$ cat config.mk
export PLATFORM = sky130hd
export DESIGN_NAME = rtc_calendar_core
export DESIGN_NICKNAME = d
export VERILOG_FILES = /design/src/rtl/rtc_cal_pkg.sv /design/src/rtl/rtc_prescaler.sv /design/src/rtl/rtc_bcd_field.sv /design/src/rtl/rtc_calendar_core.sv
export SDC_FILE = /design/constraint.sdc
export NUM_CORES = 1
export LEC_CHECK = 0
export BUFFER_PORTS_ARGS = -buffer_cell sky130_fd_sc_hd__buf_2
export CORE_UTILIZATION = 50
export CTS_CLUSTER_DIAMETER = 80
export DETAILED_ROUTE_END_ITERATION = 8
export PLACE_DENSITY = 0.73
export SYNTH_ARGS = -nofsm -noshare
export SYNTH_HDL_FRONTEND = slang
export SYNTH_SLANG_ARGS = --single-unit
$ cat constraint.sdc
create_clock -name clk -period 3.45 [get_ports clk]
set_clock_uncertainty 0.15 [all_clocks]
set_input_delay 0.5175 -clock clk [delete_from_list [all_inputs] [get_ports clk]]
set_output_delay 0.5175 -clock clk [all_outputs]
set_load 0.03 [all_outputs]
$ cat src/rtl/rtc_cal_pkg.sv
package rtc_cal_pkg;
   localparam int BYTE_W   = 8;
   localparam int STOP_POS = 5;
   localparam int FLAG_POS = 7;

   typedef enum logic [3:0] {
      RA_CTRL = 4'h0,
      RA_SEC  = 4'h2,
      RA_MIN  = 4'h3,
      RA_HOUR = 4'h4,
      RA_DAY  = 4'h5,
      RA_WDAY = 4'h6,
      RA_MON  = 4'h7,
      RA_YEAR = 4'h8
   } reg_addr_e;

   // one BCD step of a two-digit value
   function automatic logic [7:0] bcd_step(input logic [7:0] v);
      if (v[3:0] >= 4'd9) return {v[7:4] + 4'd1, 4'd0};
      else                return {v[7:4], v[3:0] + 4'd1};
   endfunction

   // BCD year divisible by four
   function automatic logic leap_year(input logic [7:0] y);
      if (y[4] == 1'b0) return (y[3:0] == 4'd0) || (y[3:0] == 4'd4) || (y[3:0] == 4'd8);
      else              return (y[3:0] == 4'd2) || (y[3:0] == 4'd6);
   endfunction

   // last day of a month, in BCD
   function automatic logic [7:0] last_day(input logic [4:0] m, input logic [7:0] y);
      case (m)
         5'h02:                      return leap_year(y) ? 8'h29 : 8'h28;
         5'h04, 5'h06, 5'h09, 5'h11: return 8'h30;
         default:                    return 8'h31;
      endcase
   endfunction
endpackage

$ cat src/rtl/rtc_prescaler.sv
module rtc_prescaler #(
   parameter int unsigned DIV = 32768
) (
   input  logic clk,
   input  logic rst_n,
   input  logic clr,
   input  logic cnt_en,
   output logic tick
);
   localparam int  CW   = (DIV > 1) ? $clog2(DIV) : 1;
   localparam bit  POW2 = ((DIV & (DIV - 1)) == 0);

   logic [CW-1:0] cnt_q;

   if (DIV < 2) begin : g_bad_div
      $error("rtc_prescaler: DIV must be at least 2");
   end

   if (POW2) begin : g_pow2
      // natural wrap of the counter marks the period
      assign tick = cnt_en && (&cnt_q);
      always_ff @(posedge clk or negedge rst_n) begin
         if (!rst_n)      cnt_q <= '0;
         else if (clr)    cnt_q <= '0;
         else if (cnt_en) cnt_q <= cnt_q + 1'b1;
      end
   end else begin : g_cmp
      assign tick = cnt_en && (cnt_q == CW'(DIV - 1));
      always_ff @(posedge clk or negedge rst_n) begin
         if (!rst_n)      cnt_q <= '0;
         else if (clr)    cnt_q <= '0;
         else if (tick)   cnt_q <= '0;
         else if (cnt_en) cnt_q <= cnt_q + 1'b1;
      end
   end
endmodule

$ cat src/rtl/rtc_bcd_field.sv
module rtc_bcd_field
   import rtc_cal_pkg::*;
#(
   parameter int unsigned W       = 7,
   parameter int unsigned FIRST_V = 0,
   parameter int unsigned RST_V   = 0
) (
   input  logic         clk,
   input  logic         rst_n,
   input  logic         load,
   input  logic [W-1:0] load_val,
   input  logic         step,
   input  logic [W-1:0] last_val,
   output logic [W-1:0] q,
   output logic         carry
);
   if (W < 3 || W > BYTE_W) begin : g_bad_w
      $error("rtc_bcd_field: W out of range");
   end

   logic [7:0] ext;
   assign ext   = 8'(q);
   assign carry = step && (q == last_val);

   always_ff @(posedge clk or negedge rst_n) begin
      if (!rst_n)     q <= W'(RST_V);
      else if (load)  q <= load_val;
      else if (carry) q <= W'(FIRST_V);
      else if (step)  q <= W'(bcd_step(ext));
   end
endmodule

$ cat src/rtl/rtc_calendar_core.sv
module rtc_calendar_core
   import rtc_cal_pkg::*;
#(
   parameter int unsigned PRESCALE_DIV = 32768,
   parameter int unsigned ADDR_W       = 4
) (
   input  logic              clk,
   input  logic              rst_n,
   input  logic              ref_en,
   input  logic              pwr_fail,
   input  logic              wr_en,
   input  logic [ADDR_W-1:0] wr_addr,
   input  logic [7:0]        wr_data,
   input  logic [ADDR_W-1:0] rd_addr,
   output logic [7:0]        rd_data
);
   if (ADDR_W < 4) begin : g_bad_addr
      $error("rtc_calendar_core: ADDR_W must be at least 4");
   end

   logic stop_q, vl_q, cent_q;
   logic sec_tick;
   logic [6:0] sec_q, min_q;
   logic [5:0] hour_q, day_q;
   logic [2:0] wday_q;
   logic [4:0] mon_q;
   logic [7:0] year_q;
   logic sec_c, min_c, hour_c, day_c, wday_c, mon_c, year_c;
   logic [7:0] dlast;

   function automatic logic hit(input logic [ADDR_W-1:0] a, input reg_addr_e r);
      return a == ADDR_W'(r);
   endfunction

   logic w_ctrl, w_sec, w_min, w_hour, w_day, w_wday, w_mon, w_year;
   assign w_ctrl = wr_en && hit(wr_addr, RA_CTRL);
   assign w_sec  = wr_en && hit(wr_addr, RA_SEC);
   assign w_min  = wr_en && hit(wr_addr, RA_MIN);
   assign w_hour = wr_en && hit(wr_addr, RA_HOUR);
   assign w_day  = wr_en && hit(wr_addr, RA_DAY);
   assign w_wday = wr_en && hit(wr_addr, RA_WDAY);
   assign w_mon  = wr_en && hit(wr_addr, RA_MON);
   assign w_year = wr_en && hit(wr_addr, RA_YEAR);

   rtc_prescaler #(.DIV(PRESCALE_DIV)) u_presc (
      .clk(clk), .rst_n(rst_n),
      .clr(wr_en && stop_q),
      .cnt_en(ref_en && !stop_q),
      .tick(sec_tick)
   );

   assign dlast = last_day(mon_q, year_q);

   rtc_bcd_field #(.W(7), .FIRST_V(0), .RST_V(0)) u_sec (
      .clk(clk), .rst_n(rst_n), .load(w_sec), .load_val(wr_data[6:0]),
      .step(sec_tick), .last_val(7'h59), .q(sec_q), .carry(sec_c));

   rtc_bcd_field #(.W(7), .FIRST_V(0), .RST_V(0)) u_min (
      .clk(clk), .rst_n(rst_n), .load(w_min), .load_val(wr_data[6:0]),
      .step(sec_c), .last_val(7'h59), .q(min_q), .carry(min_c));

   rtc_bcd_field #(.W(6), .FIRST_V(0), .RST_V(0)) u_hour (
      .clk(clk), .rst_n(rst_n), .load(w_hour), .load_val(wr_data[5:0]),
      .step(min_c), .last_val(6'h23), .q(hour_q), .carry(hour_c));

   rtc_bcd_field #(.W(6), .FIRST_V(1), .RST_V(1)) u_day (
      .clk(clk), .rst_n(rst_n), .load(w_day), .load_val(wr_data[5:0]),
      .step(hour_c), .last_val(dlast[5:0]), .q(day_q), .carry(day_c));

   rtc_bcd_field #(.W(3), .FIRST_V(0), .RST_V(0)) u_wday (
      .clk(clk), .rst_n(rst_n), .load(w_wday), .load_val(wr_data[2:0]),
      .step(hour_c), .last_val(3'd6), .q(wday_q), .carry(wday_c));

   rtc_bcd_field #(.W(5), .FIRST_V(1), .RST_V(1)) u_mon (
      .clk(clk), .rst_n(rst_n), .load(w_mon), .load_val(wr_data[4:0]),
      .step(day_c), .last_val(5'h12), .q(mon_q), .carry(mon_c));

   rtc_bcd_field #(.W(8), .FIRST_V(0), .RST_V(0)) u_year (
      .clk(clk), .rst_n(rst_n), .load(w_year), .load_val(wr_data),
      .step(mon_c), .last_val(8'h99), .q(year_q), .carry(year_c));

   // control, validity and century bits
   always_ff @(posedge clk or negedge rst_n) begin
      if (!rst_n) begin
         stop_q <= 1'b0;
         vl_q   <= 1'b1;
         cent_q <= 1'b0;
      end else begin
         if (w_ctrl) stop_q <= wr_data[STOP_POS];
         if (pwr_fail)   vl_q <= 1'b1;
         else if (w_sec) vl_q <= wr_data[FLAG_POS];
         if (w_mon)       cent_q <= wr_data[FLAG_POS];
         else if (year_c) cent_q <= ~cent_q;
      end
   end

   // weekday wrap carry is not consumed further
   logic unused_ok;
   assign unused_ok = wday_c;

   always_comb begin
      rd_data = '0;
      if      (hit(rd_addr, RA_CTRL)) rd_data[STOP_POS] = stop_q;
      else if (hit(rd_addr, RA_SEC))  rd_data = {vl_q, sec_q};
      else if (hit(rd_addr, RA_MIN))  rd_data = {1'b0, min_q};
      else if (hit(rd_addr, RA_HOUR)) rd_data = {2'b0, hour_q};
      else if (hit(rd_addr, RA_DAY))  rd_data = {2'b0, day_q};
      else if (hit(rd_addr, RA_WDAY)) rd_data = {5'b0, wday_q};
      else if (hit(rd_addr, RA_MON))  rd_data = {cent_q, 2'b0, mon_q};
      else if (hit(rd_addr, RA_YEAR)) rd_data = year_q;
   end
endmodule

==> out/results.txt <==
hpwl dp: 9410 um
Total GRT Usage: 0.275
VDD IR max: 0.360 mV
Clock Latency Late Sink: 0.37 ns
minimum clock period: 3.09 ns
Net Count, Synth: 608
post-DR wirelength/cell: 18.4 um
H-tree depth: 3
most common flop cell mapped by yosys: dfrtp_1
reg2reg setup slack: 0.36 ns
Pwr Density: 513 nW/um2
number of antenna repair diodes: 0
fin. max-slew vios: 0
Worst-path clk slew: 0.08 ns
Peak Freq: 324 MHz
routability cong.: 0.967
leak pwr: 2.15 nW
CTS tree: done
CTS buffer count: 9
clock sink count: 60
first-pass iteration count of the detailed router: 6
FF+latch count, synth: 60
CP Class: flip-flop to flip-flop
Post-synth EDFFs: 0
syn_area_per_cell: 8.22 um2
peak fanout along the critical path: 10
Relative slew margins: 0.478
IO buf count: 28
core area: 8760 um2
most frequent cells in the layout: 69 x nand2_1, 60 x nor2_1, 57 x dfrtp_1, 43 x o21ai_0, 35 x a21oi_1
Tcrit/Tclk final: 0.895
Worst Path Buf+Inv: 0
drt total wl: 12800 um
width of the die: 97.6 um
worst setup margin: 0.361 ns
RSZ-0062 raised after global routing: no
most common cell after layout, fill and taps aside: nand2_1
largest net degree at the start of global routing: 33
outcome: finished, final reports clean
Worst path top cell family by delay: simple AND/OR/NAND/NOR gates
I/O pin cnt: 29
required time of the critical path: 3.56 ns
Vias/cell: 6.39
Yosys warnings: 0
RR Endpoint: u_year.q[7]$_DFFE_PN0P_
Routed Antenna Nets: 0
clk buf depth: 2
die area: 9520 um2
sequential area share after synthesis: 0.329
Initial Utilization: 0.521
# Post-CTS Setup Buffers: 0
Synth Instances: 556
DRC Markers: 0
Slew @ Worst Pin: 0.783 ns
Power Total: 2.56 mW
fin nets: 632
CTS Root Cell: clkbuf_8
Setup TNS: 0 ns
Post-Route Utilization: 0.569
die height: 97.6 um
worst r2r path cells: 8
Post-synth ARST share: 1.00
Row Count: 34
P&R area growth vs syn: 9.15%
# setup viols final: 0
number of global-route vias before repair: 4162
initial antenna violation count: 0
HP Class: primary input to asynchronous set/reset pin
dpl ws: 0.424 ns
share of post-route cells with drive strength above 1: 0.115
initial drt markers: 350
Critical Path Start Type: flip-flop
CP arrival: 3.20 ns
Cell Chain, Critical Path: ha_1, nand4bb_1, nor4_1, nand4_2, or3b_1, o21ai_4, o21ai_2, a221o_1
Congestion Overflow GR: 0
Resize count post-CTS: 0
Slowest cell on crit path: or3b_1
Cell Area, Synth: 4570 um2
r2r startpoint: u_hour.q[0]$_DFFE_PN0P_
number of vias in the routed layout: 4431
CP max stage delay: 0.64 ns
Hold Fails Final Rpt: 0
cts hold-fix bufs: 0
Yosys cell types: 72
Critical Path End Type: flip-flop
first-pass GRT wire length: 20800 um
max cap viols: 0
final cells by class:
cell class                      count  area (um2)
Sequential cell                    60        1510
Fill cell                         792        3780
Clock buffer                        9         124
Tap cell                          108         135
Inverter                           24        90.1
Timing Repair Buffer               32         170
Clock inverter                      7        75.1
Multi-Input combinational cell    453        2890
registers in the layout, summed over array words and instances (netlist names):
name / flops
u_sec.q: 7
u_wday.q: 3
u_hour.q: 6
cent_q: 1
u_min.q: 7
u_day.q: 6
u_presc.cnt_q: 15
u_mon.q: 5
vl_q: 1
u_year.q: 8
stop_q: 1
stage by stage:
| stage | instance area (um2) | cells | hold slack (ns) |
|---|---|---|---|
| 6_report | 4990 | 693 | 0.0739 |
| 3_3_place_gp | 4790 | 677 | 0.335 |
| 5_1_grt | 4990 | 693 | 0.144 |
| 4_1_cts | 4990 | 693 | 0.0881 |
| 2_1_floorplan | 4570 | 556 | 0.0719 |
| 3_5_place_dp | 4790 | 677 | 0.337 |
power breakdown:
group | leakage (nW) | switching [mW] | internal (mW)
logic | 1.31 | 0.446 | 0.339
clock network | 0.104 | 0.329 | 0.337
registers | 0.738 | 0.251 | 0.857
synth_stat cells, drive strengths merged (3+ instances only):
master / instances / area, um2
a21boi: 3 / 22.5
dfstp: 3 / 78.8
nand2: 69 / 259
inv: 24 / 90.1
nor3: 17 / 85.1
dfrtp: 57 / 1430
xnor2: 4 / 35.0
o211ai: 4 / 30.0
buf: 7 / 41.3
a22o: 3 / 26.3
nand3: 18 / 90.1
a21o: 3 / 22.5
nor4b: 3 / 32.5
o41ai: 3 / 26.3
mux2i: 14 / 140
nor2b: 10 / 62.6
and3: 4 / 25.0
clkbuf: 12 / 45.0
nand2b: 11 / 68.8
o21a: 3 / 22.5
and2: 6 / 42.5
a31oi: 12 / 75.1
nand4: 12 / 87.6
ha: 31 / 388
nand3b: 8 / 60.1
a22oi: 3 / 22.5
nor3b: 6 / 45.0
nor2: 60 / 225
a211oi: 11 / 82.6
o21ai: 45 / 240
nor4: 11 / 83.8
a21oi: 35 / 175
a221o: 5 / 50.1
cell families after synthesis:
kind of cell | count (synthesis) | synth area share
and+or+nand+nor | 251 | 0.288
AOI/OAI and AO/OA | 149 | 0.212
DFF | 60 | 0.330
buffers and inverters | 43 | 0.0386
adders and majority gates | 31 | 0.0849
muxes | 16 | 0.0356
xor gates and xnor gates | 6 | 0.0115
per-layer routing:
metal  up-vias  GRT usage  part of all wire
met3        28     0.0432             0.068
met5         -          0                 0
li1       2083          -                 -
met2       184      0.443              0.47
met1      2136      0.367              0.43
met4         0      0.114             0.029
worst max-delay path by stage:
stage	from	end	slack (ns)	cells past startpoint
2_1_floorplan	u_mon.q[1]$_DFFE_PN0P_	u_year.q[7]$_DFFE_PN0P_	0.74	10
3_3_place_gp	u_mon.q[1]$_DFFE_PN0P_	u_year.q[7]$_DFFE_PN0P_	0.50	9
3_5_place_dp	u_hour.q[0]$_DFFE_PN0P_	u_year.q[7]$_DFFE_PN0P_	0.42	8
4_1_cts	u_hour.q[0]$_DFFE_PN0P_	u_year.q[7]$_DFFE_PN0P_	0.42	8
5_1_grt	u_hour.q[0]$_DFFE_PN0P_	u_year.q[6]$_DFFE_PN0P_	0.19	8
6_report	u_hour.q[0]$_DFFE_PN0P_	u_year.q[7]$_DFFE_PN0P_	0.36	8
No activity file was read; power rests on OpenSTA's default activity.
